`src/rtl/sram_seq_pkg.sv`:
```
package sram_seq_pkg;

    typedef enum logic [2:0] {
        S_IDLE,
        S_WADR,
        S_WSTB,
        S_WHLD,
        S_RDLY,
        S_RSTB,
        S_ROFF,
        S_PAD
    } seq_state_t;

    function automatic int imax(input int a, input int b);
        return (a > b) ? a : b;
    endfunction

endpackage

```
`src/rtl/seq_phase_timer.sv`:
```
// Down-counter for the length of the current phase; loaded on every state change.
module seq_phase_timer #(
    parameter int CW = 4
) (
    input  logic          clk,
    input  logic          rst_n,
    input  logic          load,
    input  logic [CW-1:0] load_val,
    output logic [CW-1:0] cnt,
    output logic          last
);

    always_ff @(posedge clk or negedge rst_n) begin
        if (!rst_n) begin
            cnt <= '0;
        end else if (load) begin
            cnt <= load_val;
        end else if (cnt != '0) begin
            cnt <= cnt - 1'b1;
        end
    end

    assign last = (cnt == '0);

endmodule

```
`src/rtl/seq_busy_meter.sv`:
```
// Counts cycles of the current bus cycle (1 in its first cycle) and flags the minimum length.
module seq_busy_meter #(
    parameter int CW    = 4,
    parameter int T_CYC = 8
) (
    input  logic clk,
    input  logic rst_n,
    input  logic start,
    input  logic active,
    output logic met
);

    localparam logic [CW-1:0] CYC_C = CW'(T_CYC);
    localparam logic [CW-1:0] ONE_C = CW'(1);

    logic [CW-1:0] cnt;

    always_ff @(posedge clk or negedge rst_n) begin
        if (!rst_n) begin
            cnt <= '0;
        end else if (start) begin
            cnt <= ONE_C;
        end else if (active && !met) begin
            cnt <= cnt + 1'b1;
        end
    end

    assign met = (cnt >= CYC_C);

endmodule

```
`src/rtl/seq_datapath.sv`:
```
// Request latches, read capture register and read-valid pulse.
module seq_datapath #(
    parameter int AW = 8,
    parameter int DW = 8
) (
    input  logic          clk,
    input  logic          rst_n,
    input  logic          accept,
    input  logic          acc_we,
    input  logic [AW-1:0] acc_addr,
    input  logic [DW-1:0] acc_wdata,
    input  logic          capture,
    input  logic [DW-1:0] bus_in,
    input  logic          finish,
    output logic          op_rd,
    output logic [AW-1:0] addr_q,
    output logic [DW-1:0] wdata_q,
    output logic [DW-1:0] rdata_q,
    output logic          rvalid_q
);

    always_ff @(posedge clk or negedge rst_n) begin
        if (!rst_n) begin
            op_rd   <= 1'b0;
            addr_q  <= '0;
            wdata_q <= '0;
        end else if (accept) begin
            op_rd   <= !acc_we;
            addr_q  <= acc_addr;
            wdata_q <= acc_wdata;
        end
    end

    always_ff @(posedge clk or negedge rst_n) begin
        if (!rst_n) begin
            rdata_q <= '0;
        end else if (capture) begin
            rdata_q <= bus_in;
        end
    end

    always_ff @(posedge clk or negedge rst_n) begin
        if (!rst_n) begin
            rvalid_q <= 1'b0;
        end else begin
            rvalid_q <= finish && op_rd;
        end
    end

endmodule

```
`src/rtl/sram_seq.sv`:
```
module sram_seq
    import sram_seq_pkg::*;
#(
    parameter int AW    = 8,
    parameter int DW    = 8,
    parameter int T_ASU = 2,
    parameter int T_WE  = 3,
    parameter int T_WDS = 2,
    parameter int T_WDH = 1,
    parameter int T_RED = 1,
    parameter int T_RE  = 4,
    parameter int T_AA  = 3,
    parameter int T_ACS = 2,
    parameter int T_OEA = 2,
    parameter int T_OHZ = 2,
    parameter int T_CYC = 8
) (
    input  logic          clk,
    input  logic          rst_n,
    input  logic          req,
    input  logic          req_we,
    input  logic [AW-1:0] req_addr,
    input  logic [DW-1:0] req_wdata,
    output logic          ready,
    output logic          rd_valid,
    output logic [DW-1:0] rd_data,
    output logic [AW-1:0] mem_addr,
    output logic [DW-1:0] mem_dout,
    output logic          mem_dout_en,
    input  logic [DW-1:0] mem_din,
    output logic          mem_cs_n,
    output logic          mem_we_n,
    output logic          mem_oe_n
);

    localparam int T_ACC  = imax(imax(T_AA, T_ACS), T_OEA);
    localparam int T_RSTB = imax(T_RE, T_ACC);
    localparam int TMAX   = imax(imax(imax(T_ASU, T_WE), imax(T_WDH, T_RED)),
                                 imax(imax(T_RSTB, T_OHZ), T_CYC));
    localparam int CW     = $clog2(TMAX + 1);

    localparam logic [CW-1:0] ASU_L  = CW'(T_ASU - 1);
    localparam logic [CW-1:0] WE_L   = CW'(T_WE - 1);
    localparam logic [CW-1:0] WDH_L  = CW'(T_WDH - 1);
    localparam logic [CW-1:0] RED_L  = CW'(T_RED - 1);
    localparam logic [CW-1:0] RSTB_L = CW'(T_RSTB - 1);
    localparam logic [CW-1:0] OHZ_L  = CW'(T_OHZ - 1);
    localparam logic [CW-1:0] WDS_C  = CW'(T_WDS);
    localparam logic [CW-1:0] CAP_C  = CW'(T_RSTB - T_ACC);

    seq_state_t    state, nxt;
    logic          ph_load, ph_last, accept, finish, cyc_met, op_rd, capture;
    logic [CW-1:0] ph_val, ph_cnt;

    seq_phase_timer #(.CW(CW)) u_phase (
        .clk      (clk),
        .rst_n    (rst_n),
        .load     (ph_load),
        .load_val (ph_val),
        .cnt      (ph_cnt),
        .last     (ph_last)
    );

    seq_busy_meter #(.CW(CW), .T_CYC(T_CYC)) u_busy (
        .clk    (clk),
        .rst_n  (rst_n),
        .start  (accept),
        .active (state != S_IDLE),
        .met    (cyc_met)
    );

    seq_datapath #(.AW(AW), .DW(DW)) u_dp (
        .clk       (clk),
        .rst_n     (rst_n),
        .accept    (accept),
        .acc_we    (req_we),
        .acc_addr  (req_addr),
        .acc_wdata (req_wdata),
        .capture   (capture),
        .bus_in    (mem_din),
        .finish    (finish),
        .op_rd     (op_rd),
        .addr_q    (mem_addr),
        .wdata_q   (mem_dout),
        .rdata_q   (rd_data),
        .rvalid_q  (rd_valid)
    );

    // State register
    always_ff @(posedge clk or negedge rst_n) begin
        if (!rst_n) begin
            state <= S_IDLE;
        end else begin
            state <= nxt;
        end
    end

    // Transitions and phase loads
    always_comb begin
        nxt     = state;
        ph_load = 1'b0;
        ph_val  = '0;
        accept  = 1'b0;
        finish  = 1'b0;
        unique case (state)
            S_IDLE: begin
                if (req) begin
                    accept  = 1'b1;
                    ph_load = 1'b1;
                    if (req_we) begin
                        nxt    = S_WADR;
                        ph_val = ASU_L;
                    end else begin
                        nxt    = S_RDLY;
                        ph_val = RED_L;
                    end
                end
            end
            S_WADR: begin
                if (ph_last) begin
                    nxt     = S_WSTB;
                    ph_load = 1'b1;
                    ph_val  = WE_L;
                end
            end
            S_WSTB: begin
                if (ph_last) begin
                    nxt     = S_WHLD;
                    ph_load = 1'b1;
                    ph_val  = WDH_L;
                end
            end
            S_RDLY: begin
                if (ph_last) begin
                    nxt     = S_RSTB;
                    ph_load = 1'b1;
                    ph_val  = RSTB_L;
                end
            end
            S_RSTB: begin
                if (ph_last) begin
                    nxt     = S_ROFF;
                    ph_load = 1'b1;
                    ph_val  = OHZ_L;
                end
            end
            S_WHLD, S_ROFF: begin
                if (ph_last) begin
                    nxt = cyc_met ? S_IDLE : S_PAD;
                end
            end
            S_PAD: begin
                if (cyc_met) begin
                    nxt = S_IDLE;
                end
            end
            default: nxt = S_IDLE;
        endcase
        finish = (state != S_IDLE) && (nxt == S_IDLE);
    end

    // Outputs decoded from state
    always_comb begin
        ready       = (state == S_IDLE);
        mem_we_n    = (state != S_WSTB);
        mem_oe_n    = (state != S_RSTB);
        mem_cs_n    = !(state == S_WADR || state == S_WSTB || state == S_WHLD ||
                        state == S_RDLY || state == S_RSTB);
        mem_dout_en = ((state == S_WSTB) && (ph_cnt < WDS_C)) || (state == S_WHLD);
        capture     = (state == S_RSTB) && (ph_cnt == CAP_C);
    end

endmodule

```
`config.mk`:
```
export PLATFORM = sky130hd
export DESIGN_NAME = sram_seq
export DESIGN_NICKNAME = d
export VERILOG_FILES = /design/src/rtl/sram_seq_pkg.sv /design/src/rtl/seq_phase_timer.sv /design/src/rtl/seq_busy_meter.sv /design/src/rtl/seq_datapath.sv /design/src/rtl/sram_seq.sv
export SDC_FILE = /design/constraint.sdc
export NUM_CORES = 1
export LEC_CHECK = 0
export ABC_AREA = 1
export BUFFER_PORTS_ARGS = -buffer_cell sky130_fd_sc_hd__clkbuf_2
export CAP_MARGIN = 20
export CORE_MARGIN = 2
export CORE_UTILIZATION = 43
export CTS_BUF_LIST = sky130_fd_sc_hd__clkbuf_8
export DETAILED_ROUTE_END_ITERATION = 8
export PLACE_DENSITY = 0.69
export SLEW_MARGIN = 0
export SYNTH_ARGS = -nofsm -noshare
export SYNTH_HDL_FRONTEND = slang
export SYNTH_HIERARCHICAL = 1
export SYNTH_SLANG_ARGS = --single-unit
```
`constraint.sdc`:
```
create_clock -name clk -period 2.1 [get_ports clk]
set_input_delay 0.42 -clock clk [delete_from_list [all_inputs] [get_ports clk]]
set_output_delay 0.42 -clock clk [all_outputs]
set_load 0.1 [all_outputs]
```
==> results of run 1 <==
cell type report:
class                      instances  area (µm²)  share of cell area, %
clock buffer                       6        82.6                   3.61
clock inverter                     1        3.75                  0.164
inverter                          26         105                   4.60
multi-input combinational        168         779                   34.1
sequential                        37         926                   40.5
tap                               50        62.6                   2.74
timing repair buffer              60         328                   14.3
sequential cells by signal (all words and copies together) (netlist names):
signal,cells
u_dp/addr_q,8
u_dp/rdata_q,8
u_dp/wdata_q,8
u_busy/cnt,4
u_phase/cnt,4
state,3
u_dp/op_rd,1
u_dp/rvalid_q,1
synthesized netlist by cell type, types with 2 or more instances:
cell,number
o21ai_0,9
dfrtp_1,37
nand3_1,8
nor2_2,5
a21oi_1,2
inv_2,3
nand2_1,109
nor2_1,13
nand2_2,5
buf_6,2
ha_1,3
inv_1,22
nand4_1,2
or3_1,2
nand3_2,3
worst max path at each step:
| stage | start | end | slack, ns | depth (start not counted) |
|---|---|---|---|---|
| 5_1_grt | state[0] | mem_oe_n | -0.0003 | 4 |
| 4_1_cts | state[0] | mem_oe_n | 0.10 | 4 |
| 2_1_floorplan | state[2] | mem_dout_en | -0.18 | 3 |
| 3_5_place_dp | u_phase/cnt[0] | u_phase/cnt[1] | 0.17 | 11 |
| 6_report | state[0] | mem_oe_n | 0.09 | 4 |
| 3_3_place_gp | u_phase/cnt[0] | u_phase/cnt[1] | 0.22 | 11 |
layer usage:
metal	track usage, %	wire, µm
met1	22.0	1740
met2	25.5	1730
met3	4.65	223
met4	3.27	13
met5	0	0
stage by stage:
stage / TNS (ns) / cell area, µm²
after floorplan: -0.176 / 1860
after global placement: 0 / 2200
after detailed placement: 0 / 2200
after CTS: 0 / 2280
after global routing: -0.000252 / 2290
final: 0 / 2290
cell families (layout without fill, tap and decap cells):
kind of cell               count (synthesis)  count (layout)  share of synthesized area, %
AOI/OAI and AO/OA                         13              13                          3.87
DFF                                       37              37                          50.3
adders and majority gates                  3               3                          2.04
and+or+nand+nor                          149             149                          34.4
xor gates and xnor gates                   1               1                         0.476
buffers and inverters                     31              93                          8.69
other                                      1               2                         0.204
==> flow_summary.toml, run 1 <==
[sta]
timing.final.crit_share_pct = 95.7
finalClockSkew_ns = 0.00199
min_period_ns = 2.01
tightest_slew_ns = 0.550
max_clock_freq_mhz = 498
slew_violations = 0
hold_viol = 0
setup_slack_ns = 0.0906
slew_headroom_pct = 63.5
setup_viol = 0
hold_ws_ns = 0.174

[die]
die_area_um2 = 4820
die_w_um = 69.4
coreArea_um2 = 4060
core.rowCount = 23
initial_core_util_pct = 45.4
die_h_um = 69.4
num_io_pins = 58

[global_routing]
overflow = 0
grt_pass1_wl_mm = 6.37
antenna_found_initial = 0
grt_max_degree = 38
grt_pass1_vias = 1432
track_usage_pct = 16.1

[cts]
cts.repair.resized = 0
numCtsBuffers = 5
clock_path_buffers = 2
ctsHoldBuffers = 0
insertion_delay_ns = 0.27
post_cts_buffers = 0
tritoncts = "built"
clock_sinks = 37
cts_root_buf = "clkbuf_8"
cts.clk_slew.worst_paths_ns = 0.07
cts-htree-levels = 2

[setup_path]
cp-start-kind = "register"
worst_r2r_path_depth = 11
worst_ep_required_time_ns = 1.68
end_kind = "output pin"
crit_type = "register to output pin"
path_cells = "inv_1 -> nor2_1 -> nand2_1 -> clkbuf_2"
regToRegSetupSlack_ns = 0.21
slowest_delay_ns = 0.48
reg2reg_to = "u_phase/cnt[1]"
path_buf_inv = 2
worstPathArrival_ns = 1.59
worst-path-max-fanout = 5
crit_family = "buffers and inverters"
reg2reg_from = "u_phase/cnt[0]"
slowest_stage = "clkbuf_2"

[cells_and_area]
num-nets-final = 329
drive_gt1_share_pct = 29.5
nFillCells = 382
layout_common_cells = "nand2_1, clkbuf_2, dfrtp_1"
antenna_cells = 0
final_cells = 348
final_core_util_pct = 56.4
mostFrequentLayoutCell = "nand2_1"
syn_to_final_growth_pct = 24.2

[synthesis]
ys_warn_count = 6
synth_flop_cell = "dfrtp_1"
ys_ff_latch = 37
synth_edf_count = 0
synth.avg_cell_area_um2 = 7.84
ys_types = 25
seq_area_frac_synth_pct = 50.3
netlist_area_um2 = 1840
async_flop_share_pct = 100
synth_top_cell_by_area = "dfrtp_1"
synthTopCellsByArea = "dfrtp_1, nand2_1, inv_1, nor2_1, o21ai_0"
synth_top_area_share_pct = 50.3
synthCells = 235

[placement]
io_buffers = 57
gp_congestion = 0.853
place_ws_ns = 0.173
hpwl_mm = 2.71
dp_cells = 341

[route]
firstDrtPassIters = 4
wl_mm = 3.71
drt_iter0_markers = 99
drtAntennaViolNets = 0
viasPerCell = 4.52
drc = 0
vias = 1573
routedWlPerCell_um = 10.6

[run_status]
outcome = "finished clean"

[run]
maxCapViolations = 0

[worst_hold_path]
hold_path.class = "primary input to asynchronous set/reset pin"
Power of run 1 is not shown: default switching activity piles up to over one toggle a cycle in this logic, so the estimate is an artifact.
==> run 2, diff against run 1 <==
--- a/config.mk
+++ b/config.mk
@@ -10,2 +10,3 @@
 export CAP_MARGIN = 20
+export CORE_ASPECT_RATIO = 1.1
 export CORE_MARGIN = 2
==> constraint.sdc (replaced) <==
create_clock -name clk -period 2.1 [get_ports clk]
set_input_delay 0.315 -clock clk [delete_from_list [all_inputs] [get_ports clk]]
set_output_delay 0.315 -clock clk [all_outputs]
set_load 0.1 [all_outputs]
==> run 2 against run 1 <==
- the flow now finishes with violations (negative hold slack)
- global-route usage is 0.23 points higher
- clock skew is 0.0011 ns higher
- register-to-register slack worse by 0.08 ns
- via count is 1.7% higher
- count of clock-buffer cells in the layout is 1 lower
- worst setup slack better by 0.044 ns
- maximum frequency is 2.3% higher
- die area hardly changed
- routed wire length is 1.2% lower
- critical path depth is 7 higher
- core utilization is 0.35 points lower
- critical path type is now register to register
==> flow_summary.toml, run 2 (synthesis gave the netlist of run 1 again) <==
[placement]
placed_area_um2 = 2190
gp_congestion = 0.914
dp_cells = 344
io_buffers = 57
hpwl_mm = 2.81

[cells_and_area]
layout_common_cells = "nand2_1, clkbuf_2, dfrtp_1"
antenna_cells = 0
final_core_util_pct = 56.0
reg_top3 = "u_dp/addr_q (8), u_dp/rdata_q (8), u_dp/wdata_q (8)"
stdcell_area_um2 = 2270
syn_to_final_growth_pct = 23.3
drive_gt1_share_pct = 29.7
num-nets-final = 330
nFillCells = 378
mostFrequentLayoutCell = "nand2_1"
final_cells = 352

[sta]
hold_ws_ns = -0.0157
setup_viol = 0
tightest_slew_ns = 0.554
hold_viol = 19
min_period_ns = 1.97
timing.final.crit_share_pct = 93.6
rsz0062_at_grt = "false"
slew_headroom_pct = 63.2
max_clock_freq_mhz = 509
slew_violations = 0
finalClockSkew_ns = 0.00309

[die]
core.rowCount = 24
die_h_um = 72.6
die_area_um2 = 4820
initial_core_util_pct = 45.4
coreArea_um2 = 4050
die_w_um = 66.4
num_io_pins = 58

[global_routing]
antenna_found_initial = 0
grt_max_degree = 22
track_usage_pct = 16.3
grt_pass1_vias = 1403
grt_pass1_wl_mm = 5.93
overflow = 0

[route]
drtAntennaViolNets = 0
viasPerCell = 4.55
firstDrtPassIters = 4
vias = 1600
routedWlPerCell_um = 10.4
wl_mm = 3.66
drc = 0
drt_iter0_markers = 82

[setup_path]
worstPathArrival_ns = 2.12
cp-start-kind = "register"
reg2reg_to = "u_phase/cnt[1]"
worst-path-max-fanout = 7
end_kind = "register"
worst_ep_required_time_ns = 2.25
worst_r2r_path_depth = 11
reg2reg_from = "u_phase/cnt[0]"
crit_type = "register to register"
regToRegSetupSlack_ns = 0.13

[cts]
cts_root_buf = "clkbuf_8"
post_cts_buffers = 0
tritoncts = "built"
numCtsBuffers = 5
insertion_delay_ns = 0.28
ctsHoldBuffers = 0
clock_path_buffers = 2
cts.clk_slew.worst_paths_ns = 0.07
cts-htree-levels = 2
cts.repair.resized = 0
clock_sinks = 37

[run_status]
violations = "negative hold slack"
outcome = "finished, violations left"

[run]
maxCapViolations = 0

[worst_hold_path]
hold_path.class = "primary input to asynchronous set/reset pin"
==> run 2: cell types whose count changed in the layout (fill, tap and decap cells not counted), sizes merged <==
cell    change
buf         -1
clkinv      +2
clkbuf      +1
==> run 2: worst max-delay path by stage <==
stage | cells past startpoint | endpoint | slack (ns) | start
6_report | 11 | u_phase/cnt[1] | 0.13 | u_phase/cnt[0]
3_3_place_gp | 11 | u_phase/cnt[0] | 0.23 | u_phase/cnt[0]
2_1_floorplan | 3 | mem_dout_en | -0.07 | state[2]
3_5_place_dp | 11 | u_phase/cnt[1] | 0.17 | u_phase/cnt[0]
5_1_grt | 11 | u_phase/cnt[1] | 0.01 | u_phase/cnt[0]
4_1_cts | 4 | mem_cs_n | 0.16 | state[1]
==> run 2: final cells by class <==
cell class | count | area (µm²) | share of cell area, %
sequential | 37 | 926 | 40.8
multi-input combinational | 168 | 774 | 34.1
timing repair buffer | 61 | 318 | 14.0
inverter | 26 | 105 | 4.63
clock buffer | 5 | 68.8 | 3.03
tap | 52 | 65.1 | 2.87
clock inverter | 3 | 13.8 | 0.606
==> run 2: metal layers <==
layer | up-vias | GRT usage (%) | wire, µm
met2 | 53 | 24.7 | 1600
met4 | 0 | 6.80 | 47
met5 | - | 0 | 0
met1 | 704 | 22.2 | 1820
li1 | 839 | - | -
met3 | 4 | 4.32 | 184
==> run 2: through the flow <==
| step | TNS (ns) | worst slack [ns] | hold WS (ns) |
|---|---|---|---|
| after floorplan | -0.0712 | -0.0712 | 0.0194 |
| after global placement | 0 | 0.227 | 0.308 |
| after detailed placement | 0 | 0.172 | 0.308 |
| after CTS | 0 | 0.155 | 0.00311 |
| after global routing | 0 | 0.00999 | 0.0187 |
| final | 0 | 0.135 | -0.0157 |
==> run 2: critical path: stages (launching register included) <==
cell     delay, ns
dfrtp_1       0.36
inv_1         0.09
ha_1          0.25
nand2_1       0.10
inv_1         0.07
nand3_1       0.10
inv_1         0.05
or3_1         0.43
inv_1         0.12
nand3_2       0.10
nand2_1       0.07
o21ai_0       0.08
Power of run 2 is left out for the same reason.
